File: config.mk
export PLATFORM = sky130hd
export DESIGN_NAME = modid_eeprom_slave
export DESIGN_NICKNAME = d
export VERILOG_FILES = /design/src/rtl/modid_eeprom_pkg.sv /design/src/rtl/modid_bus_sync.sv /design/src/rtl/modid_byte_store.sv /design/src/rtl/modid_prog_timer.sv /design/src/rtl/modid_eeprom_slave.sv
export SDC_FILE = /design/constraint.sdc
export NUM_CORES = 2
export LEC_CHECK = 0
export BUFFER_PORTS_ARGS = -buffer_cell sky130_fd_sc_hd__buf_2
export CAP_MARGIN = 25
export CORE_ASPECT_RATIO = 0.75
export CORE_MARGIN = 5
export CORE_UTILIZATION = 50
export CTS_CLUSTER_DIAMETER = 40
export CTS_CLUSTER_SIZE = 28
export DETAILED_ROUTE_END_ITERATION = 7
export GPL_TIMING_DRIVEN = 0
export PLACE_DENSITY_LB_ADDON = 0.12
export SYNTH_ARGS = -nofsm -noshare
export SYNTH_HDL_FRONTEND = slang
export SYNTH_SLANG_ARGS = --single-unit
File: constraint.sdc
create_clock -name clk -period 3.53 [get_ports clk]
set_input_delay 0.1765 -clock clk [delete_from_list [all_inputs] [get_ports clk]]
set_output_delay 0.1765 -clock clk [all_outputs]
set_load 0.02 [all_outputs]
File: src/rtl/modid_eeprom_pkg.sv
package modid_eeprom_pkg;

  typedef enum logic [3:0] {
    ST_IDLE,
    ST_ADDR,
    ST_ADDR_ACK,
    ST_WORD,
    ST_WORD_ACK,
    ST_WDATA,
    ST_WDATA_ACK,
    ST_RDATA,
    ST_RDATA_ACK,
    ST_WAIT_STOP
  } slave_state_e;

  localparam logic [3:0] DEV_TYPE = 4'b1010;
  localparam logic [3:0] BYTE_BITS = 4'd8;

endpackage

File: src/rtl/modid_bus_sync.sv
module modid_bus_sync #(
  parameter int STAGES = 2
) (
  input  logic clk,
  input  logic rst_n,
  input  logic scl_i,
  input  logic sda_i,
  output logic scl_s,
  output logic sda_s,
  output logic scl_rise,
  output logic scl_fall,
  output logic start_det,
  output logic stop_det
);

  logic [1:0] pipe_q [STAGES];
  logic [1:0] prev_q;
  logic       scl_p;
  logic       sda_p;

  always_ff @(posedge clk or negedge rst_n) begin
    if (!rst_n) begin
      for (int k = 0; k < STAGES; k++) pipe_q[k] <= 2'b11;
      prev_q <= 2'b11;
    end else begin
      pipe_q[0] <= {scl_i, sda_i};
      for (int k = 1; k < STAGES; k++) pipe_q[k] <= pipe_q[k-1];
      prev_q <= pipe_q[STAGES-1];
    end
  end

  assign scl_s     = pipe_q[STAGES-1][1];
  assign sda_s     = pipe_q[STAGES-1][0];
  assign scl_p     = prev_q[1];
  assign sda_p     = prev_q[0];
  assign scl_rise  = scl_s & ~scl_p;
  assign scl_fall  = ~scl_s & scl_p;
  assign start_det = scl_s & scl_p & sda_p & ~sda_s;
  assign stop_det  = scl_s & scl_p & ~sda_p & sda_s;

  AST_EDGES_EXCLUSIVE: assert property (@(posedge clk) disable iff (!rst_n)
    !(start_det && stop_det) && !(scl_rise && scl_fall));

endmodule

File: src/rtl/modid_byte_store.sv
module modid_byte_store #(
  parameter int          DEPTH = 256,
  parameter int          DW    = 8,
  parameter logic [7:0]  SEED  = 8'hA5,
  localparam int         AW    = $clog2(DEPTH)
) (
  input  logic          clk,
  input  logic          rst_n,
  input  logic          we_i,
  input  logic [AW-1:0] waddr_i,
  input  logic [DW-1:0] wdata_i,
  input  logic [AW-1:0] raddr_i,
  output logic [DW-1:0] rdata_o
);

  logic [DW-1:0] cells [DEPTH];

  for (genvar g = 0; g < DEPTH; g++) begin : g_cell
    always_ff @(posedge clk or negedge rst_n) begin
      if (!rst_n)
        cells[g] <= DW'(g) ^ DW'(SEED);
      else if (we_i && (waddr_i == AW'(g)))
        cells[g] <= wdata_i;
    end
  end

  assign rdata_o = cells[raddr_i];

endmodule

File: src/rtl/modid_prog_timer.sv
module modid_prog_timer #(
  parameter int CYCLES = 3000,
  localparam int CW = $clog2(CYCLES + 1)
) (
  input  logic clk,
  input  logic rst_n,
  input  logic arm_i,
  output logic busy_o
);

  logic [CW-1:0] left_q;

  always_ff @(posedge clk or negedge rst_n) begin
    if (!rst_n)
      left_q <= '0;
    else if (arm_i)
      left_q <= CW'(CYCLES);
    else if (left_q != '0)
      left_q <= left_q - 1'b1;
  end

  assign busy_o = (left_q != '0);

  AST_BUSY_NEEDS_ARM: assert property (@(posedge clk) disable iff (!rst_n)
    $rose(busy_o) |-> $past(arm_i));

endmodule

File: src/rtl/modid_eeprom_slave.sv
module modid_eeprom_slave #(
  parameter int         MEM_BYTES   = 256,
  parameter int         PROG_CYCLES = 3000,
  parameter logic [7:0] INIT_SEED   = 8'hA5,
  parameter int         SYNC_STAGES = 2,
  localparam int        AW          = $clog2(MEM_BYTES)
) (
  input  logic       clk,
  input  logic       rst_n,
  input  logic       scl_i,
  input  logic       sda_i,
  input  logic [2:0] strap_i,
  input  logic       wp_i,
  output logic       sda_low_o
);
  import modid_eeprom_pkg::*;

  logic scl_s, sda_s, scl_rise, scl_fall, start_det, stop_det;
  logic busy, arm_prog;

  slave_state_e  state_q;
  logic [3:0]    cnt_q;
  logic [7:0]    shift_q;
  logic [AW-1:0] ptr_q;
  logic          sda_low_q;
  logic          rnw_q;
  logic          wr_pend_q;
  logic          mack_q;
  logic          mem_we;
  logic [7:0]    mem_rdata;
  logic          addr_hit;
  logic          byte_in;

  modid_bus_sync #(.STAGES(SYNC_STAGES)) u_sync (
    .clk       (clk),
    .rst_n     (rst_n),
    .scl_i     (scl_i),
    .sda_i     (sda_i),
    .scl_s     (scl_s),
    .sda_s     (sda_s),
    .scl_rise  (scl_rise),
    .scl_fall  (scl_fall),
    .start_det (start_det),
    .stop_det  (stop_det)
  );

  modid_byte_store #(.DEPTH(MEM_BYTES), .DW(8), .SEED(INIT_SEED)) u_store (
    .clk     (clk),
    .rst_n   (rst_n),
    .we_i    (mem_we),
    .waddr_i (ptr_q),
    .wdata_i (shift_q),
    .raddr_i (ptr_q),
    .rdata_o (mem_rdata)
  );

  modid_prog_timer #(.CYCLES(PROG_CYCLES)) u_timer (
    .clk    (clk),
    .rst_n  (rst_n),
    .arm_i  (arm_prog),
    .busy_o (busy)
  );

  assign addr_hit = (shift_q[7:1] == {DEV_TYPE, strap_i});
  assign byte_in  = scl_fall && (cnt_q == BYTE_BITS) && !start_det && !stop_det;
  assign mem_we   = (state_q == ST_WDATA) && byte_in && !wp_i;
  assign arm_prog = stop_det && wr_pend_q;
  assign sda_low_o = sda_low_q;

  always_ff @(posedge clk or negedge rst_n) begin
    if (!rst_n) begin
      state_q   <= ST_IDLE;
      cnt_q     <= '0;
      shift_q   <= '0;
      ptr_q     <= '0;
      sda_low_q <= 1'b0;
      rnw_q     <= 1'b0;
      wr_pend_q <= 1'b0;
      mack_q    <= 1'b0;
    end else if (stop_det) begin
      state_q   <= ST_IDLE;
      cnt_q     <= '0;
      sda_low_q <= 1'b0;
      wr_pend_q <= 1'b0;
    end else if (start_det) begin
      state_q   <= ST_ADDR;
      cnt_q     <= '0;
      sda_low_q <= 1'b0;
    end else begin
      case (state_q)
        ST_ADDR, ST_WORD, ST_WDATA: begin
          if (scl_rise && (cnt_q != BYTE_BITS)) begin
            shift_q <= {shift_q[6:0], sda_s};
            cnt_q   <= cnt_q + 1'b1;
          end else if (byte_in) begin
            cnt_q <= '0;
            if (state_q == ST_ADDR) begin
              if (addr_hit && !busy) begin
                sda_low_q <= 1'b1;
                rnw_q     <= shift_q[0];
                state_q   <= ST_ADDR_ACK;
              end else begin
                state_q <= ST_IDLE;
              end
            end else if (state_q == ST_WORD) begin
              ptr_q     <= shift_q[AW-1:0];
              sda_low_q <= 1'b1;
              state_q   <= ST_WORD_ACK;
            end else begin
              ptr_q     <= ptr_q + 1'b1;
              wr_pend_q <= wr_pend_q | !wp_i;
              sda_low_q <= 1'b1;
              state_q   <= ST_WDATA_ACK;
            end
          end
        end
        ST_WORD_ACK, ST_WDATA_ACK: begin
          if (scl_fall) begin
            sda_low_q <= 1'b0;
            state_q   <= ST_WDATA;
          end
        end
        ST_ADDR_ACK: begin
          if (scl_fall) begin
            cnt_q <= '0;
            if (rnw_q) begin
              shift_q   <= mem_rdata;
              sda_low_q <= ~mem_rdata[7];
              ptr_q     <= ptr_q + 1'b1;
              state_q   <= ST_RDATA;
            end else begin
              sda_low_q <= 1'b0;
              state_q   <= ST_WORD;
            end
          end
        end
        ST_RDATA: begin
          if (scl_fall) begin
            if (cnt_q == 4'd7) begin
              cnt_q     <= '0;
              sda_low_q <= 1'b0;
              state_q   <= ST_RDATA_ACK;
            end else begin
              cnt_q     <= cnt_q + 1'b1;
              shift_q   <= {shift_q[6:0], 1'b0};
              sda_low_q <= ~shift_q[6];
            end
          end
        end
        ST_RDATA_ACK: begin
          if (scl_rise) mack_q <= ~sda_s;
          if (scl_fall) begin
            if (mack_q) begin
              shift_q   <= mem_rdata;
              sda_low_q <= ~mem_rdata[7];
              ptr_q     <= ptr_q + 1'b1;
              state_q   <= ST_RDATA;
            end else begin
              state_q <= ST_WAIT_STOP;
            end
          end
        end
        default: ;
      endcase
    end
  end

  AST_IDLE_QUIET: assert property (@(posedge clk) disable iff (!rst_n)
    (state_q == ST_IDLE) |-> !sda_low_q);
  AST_START_REARMS: assert property (@(posedge clk) disable iff (!rst_n)
    start_det |=> (state_q == ST_ADDR) && (cnt_q == 4'd0));
  AST_STOP_RELEASES: assert property (@(posedge clk) disable iff (!rst_n)
    stop_det |=> (state_q == ST_IDLE) && !sda_low_q);
  AST_BUSY_REFUSES: assert property (@(posedge clk) disable iff (!rst_n)
    (state_q == ST_ADDR_ACK) |-> !busy);
  AST_PTR_ADVANCE: assert property (@(posedge clk) disable iff (!rst_n)
    mem_we |=> ptr_q == $past(ptr_q) + 1'b1);
  AST_PULL_WHILE_LOW: assert property (@(posedge clk) disable iff (!rst_n)
    $rose(sda_low_q) |-> !scl_s);

endmodule

==> impl_metrics.ini <==
[status]
result_of_the_run = finished, violations left
failed_checks = DRC, setup timing

[yosys]
mappedNetlistNets = 6192
synth_seq_cells = 2094
synthesis.area_mm2 = 0.0969
synthDistinctLibCells = 69
seq_area_frac_synth_pct = 55.4
netlist_instances = 6176
avgSynthCellArea_um2 = 15.7
synthFlopType = sky130_fd_sc_hd__dfrtp_1
synth_edf_count = 0
synthesis.yosys.warnings = 0
synth-async-reset-ratio_pct = 100

[grt]
grt_max_degree = 179
grt-ovfl-total = 0
first_global_vias = 63200
grt.total_usage_pct = 40.7
number_of_antenna_violations_at_the_first_check_in_global_routing = 45
grt_first_pass_wirelength_um = 559000

[final_layout]
final_net_count = 6645
final_area_mm2 = 0.115
drive_gt1_share_pct = 68.4
syn2layout_area_growth_pct = 18.9
mostFrequentLayoutCells = sky130_fd_sc_hd__mux2_2 (1885), sky130_fd_sc_hd__dfrtp_1 (1061), sky130_fd_sc_hd__dfstp_2 (1030)
layout.cells.most_common = sky130_fd_sc_hd__mux2_2
finish.utilization_pct = 59.6

[die]
starting_utilization_of_the_core_area_pct = 50.1
fp.dieArea_mm2 = 0.203
top_level_ports = 9
floorplan.rows = 140
die-height_um = 391
coreArea_mm2 = 0.193
chipWidth_um = 518

[sta]
rsz0062_at_grt = yes
worst_slew_margin_rel_pct = 17.0
fin_setup_tns_ns = -28.63
final.setup.worst_slack_ns = -0.324
number_of_pins_with_negative_max_slew_slack_in_the_final_report = 0
timing_worst_slew_pin_value_ns = 1.25
hold_violations = 0
finalSetupViolCount = 335
max_freq_ghz = 0.259
clock-skew-final_ns = 0.0892
timing.final.crit_period_ns = 3.85
final_min_period_over_clock_period_pct = 109

[power_and_ir_drop]
power-per-cell-area_mw_per_mm2 = 693
leakagePower_nw = 50.7
power.ir.vdd_worst_mv = 0.830
p_seq_share_pct = 30.6
clock_network_fraction_of_total_power_pct = 34.4
switching_power_mw = 33.4
sw_frac_of_total_pct = 41.9
share_comb_of_total_power_pct = 35.0
internal-power_mw = 46.4

[routing]
initialDrtViolationCount = 9784
dr_total_vias = 66200
drt-pass1-iter-count = 8
drt-total-wl_um = 417000
detail_route.wl_per_cell_um = 44.2
postRouteAntennaNets = 0
route.detailed.drc = 24
drt-vias-per-instance = 7.03

[setup_path]
crit_path_dat_ns = 4.66
worstPathMaxFanout = 10
critPathLaunchType = register
worstSetupPathType = register to register
cp.required_ns = 4.33
crit_path_end_kind = register

[clocking]
cts_num_sinks = 2094
clock_insertion_delay_worst_skew_ns = 0.95
cts_htree_levels = 4
cts_inserted_buffers = 248
clk_root_buffer_cell = sky130_fd_sc_hd__clkbuf_16
cts_max_path_buffers = 4
tritoncts_clock_tree = yes
path_clk_slew_ns = 0.07

[place]
place.port_buffers = 8
place_ws_ns = -2.93
placement.cell_area_mm2 = 0.102
dp_hpwl_um = 289000
replace_congestion = 1.03

[job]
max_capacitance_violation_count = 0

[worst_hold_path]
worstHoldPathType = input pin to asynchronous set/reset pin
cell type report:
type	instances	area (um2)
Timing Repair Buffer	214	3180
Multi-Input combinational cell	3588	42900
Tap cell	2556	3200
Clock buffer	276	6480
Fill cell	14700	78100
Buffer	471	3450
Sequential cell	2094	53700
Antenna cell	27	67.6
Clock inverter	184	2250
Inverter	12	55.1
final timing paths:
check                            startpoint            endpoint  slack [ns]  depth (start not counted)
max in group asynchronous             rst_n  u_store.cells[499]        0.37                          7
setup reg to reg                   ptr_q[1]          shift_q[3]       -0.32                         11
setup / recovery                   ptr_q[1]          shift_q[3]       -0.32                         11
hold / removal                        rst_n  u_store.cells[662]        0.22                          4
hold reg to reg            u_sync.pipe_q[2]        u_sync.sda_s        0.36                          0
min in group clk                 strap_i[0]               rnw_q        0.28                          7
metrics by stage:
step	hold slack, ns	instances	power, mW
floorplan	-0.119	6176	33.2
global placement	0.308	8740	47.0
detailed placement	0.264	8838	48.3
CTS	0.145	9313	76.7
global route	0.315	9401	79.9
finish	0.220	9422	79.8
worst max-delay path: stages (launching register included):
cell                      delay, ns
sky130_fd_sc_hd__dfrtp_2       0.38
sky130_fd_sc_hd__buf_12        0.15
sky130_fd_sc_hd__buf_12        0.18
sky130_fd_sc_hd__buf_4         0.19
sky130_fd_sc_hd__buf_8         0.20
sky130_fd_sc_hd__buf_8         0.31
sky130_fd_sc_hd__mux4_2        0.37
sky130_fd_sc_hd__a22oi_2       0.34
sky130_fd_sc_hd__a21oi_1       0.29
sky130_fd_sc_hd__o41ai_4       0.75
sky130_fd_sc_hd__nand4_1       0.18
sky130_fd_sc_hd__a221o_1       0.33
registers in the layout, indices dropped and copies added (netlist names), 2 cells and up:
register / cells
ptr_q: 8
state_q: 4
shift_q: 8
u_store.cells: 2048
cnt_q: 4
u_timer.left_q: 12
u_sync.prev_q: 2
u_sync.pipe_q: 2
routing by layer:
metal | part of all wire [%] | routed length (um) | track usage [%] | vias to the layer above
met2 | 39 | 161000 | 52.1 | 5015
li1 | - | - | - | 24200
met4 | 7.0 | 29100 | 22.6 | 31
met5 | 0.11 | 457 | 1.19 | -
met3 | 16 | 66800 | 21.4 | 1193
met1 | 38 | 159000 | 54.7 | 35700
synth_stat cells, types with 7 or more instances:
cell	count	area (um2)
sky130_fd_sc_hd__a211oi_1	8	60.1
sky130_fd_sc_hd__a21oi_1	113	566
sky130_fd_sc_hd__a22oi_1	179	1340
sky130_fd_sc_hd__and2_1	17	106
sky130_fd_sc_hd__and3_1	7	43.8
sky130_fd_sc_hd__buf_1	38	143
sky130_fd_sc_hd__buf_2	77	385
sky130_fd_sc_hd__buf_4	7	52.6
sky130_fd_sc_hd__clkbuf_1	358	1340
sky130_fd_sc_hd__dfrtp_1	1064	26600
sky130_fd_sc_hd__dfstp_2	1030	27100
sky130_fd_sc_hd__ha_1	8	100
sky130_fd_sc_hd__inv_1	10	37.5
sky130_fd_sc_hd__mux2_1	170	1910
sky130_fd_sc_hd__mux2_2	1885	21200
sky130_fd_sc_hd__mux2i_1	20	200
sky130_fd_sc_hd__mux4_2	526	11800
sky130_fd_sc_hd__nand2_1	244	916
sky130_fd_sc_hd__nand2b_1	16	100
sky130_fd_sc_hd__nand3_1	29	145
sky130_fd_sc_hd__nand4_1	7	43.8
sky130_fd_sc_hd__nor2_1	64	240
sky130_fd_sc_hd__nor2_2	52	325
sky130_fd_sc_hd__nor2_4	22	248
sky130_fd_sc_hd__nor2_8	18	360
sky130_fd_sc_hd__nor2b_1	15	93.8
sky130_fd_sc_hd__nor3_1	18	90.1
sky130_fd_sc_hd__nor4_1	13	81.3
sky130_fd_sc_hd__o21ai_0	25	125
sky130_fd_sc_hd__o22ai_1	16	100
sky130_fd_sc_hd__o31ai_1	9	67.6
sky130_fd_sc_hd__o41ai_1	12	105
sky130_fd_sc_hd__or3_1	9	56.3
sky130_fd_sc_hd__xnor2_1	7	61.3
sky130_fd_sc_hd__xor2_1	8	70.1
repair_timing:
item | CTS | global route
endpoints found under the setup margin | 1943 | 2032
resized for setup | 550 | 321
pin swaps | 24 | 56
gates cloned | 0 | 1
hold buffers | 8 | 2
endpoints found under the hold margin | 138 | 135
buffers inserted | 12 | 79
power groups by stage:
stage	sequential (mW)	clock, mW	combinational [mW]
6_report	24.4	27.5	27.9
4_1_cts	24.4	27.5	24.8
5_1_grt	24.4	28.5	27.0
3_3_place_gp	24.7	0	22.3
3_5_place_dp	24.8	0	23.5
2_1_floorplan	24.8	0	8.41
kinds of logic after synthesis:
family / Yosys count / share of synthesized area [%]
buf+inv: 494 / 2.06
flops: 2094 / 55.4
fa+ha+maj: 8 / 0.103
xor+xnor: 15 / 0.136
simple gates: 555 / 3.15
mux: 2601 / 36.3
compound gates: 409 / 2.84
Power figures use the tool's default switching activity.
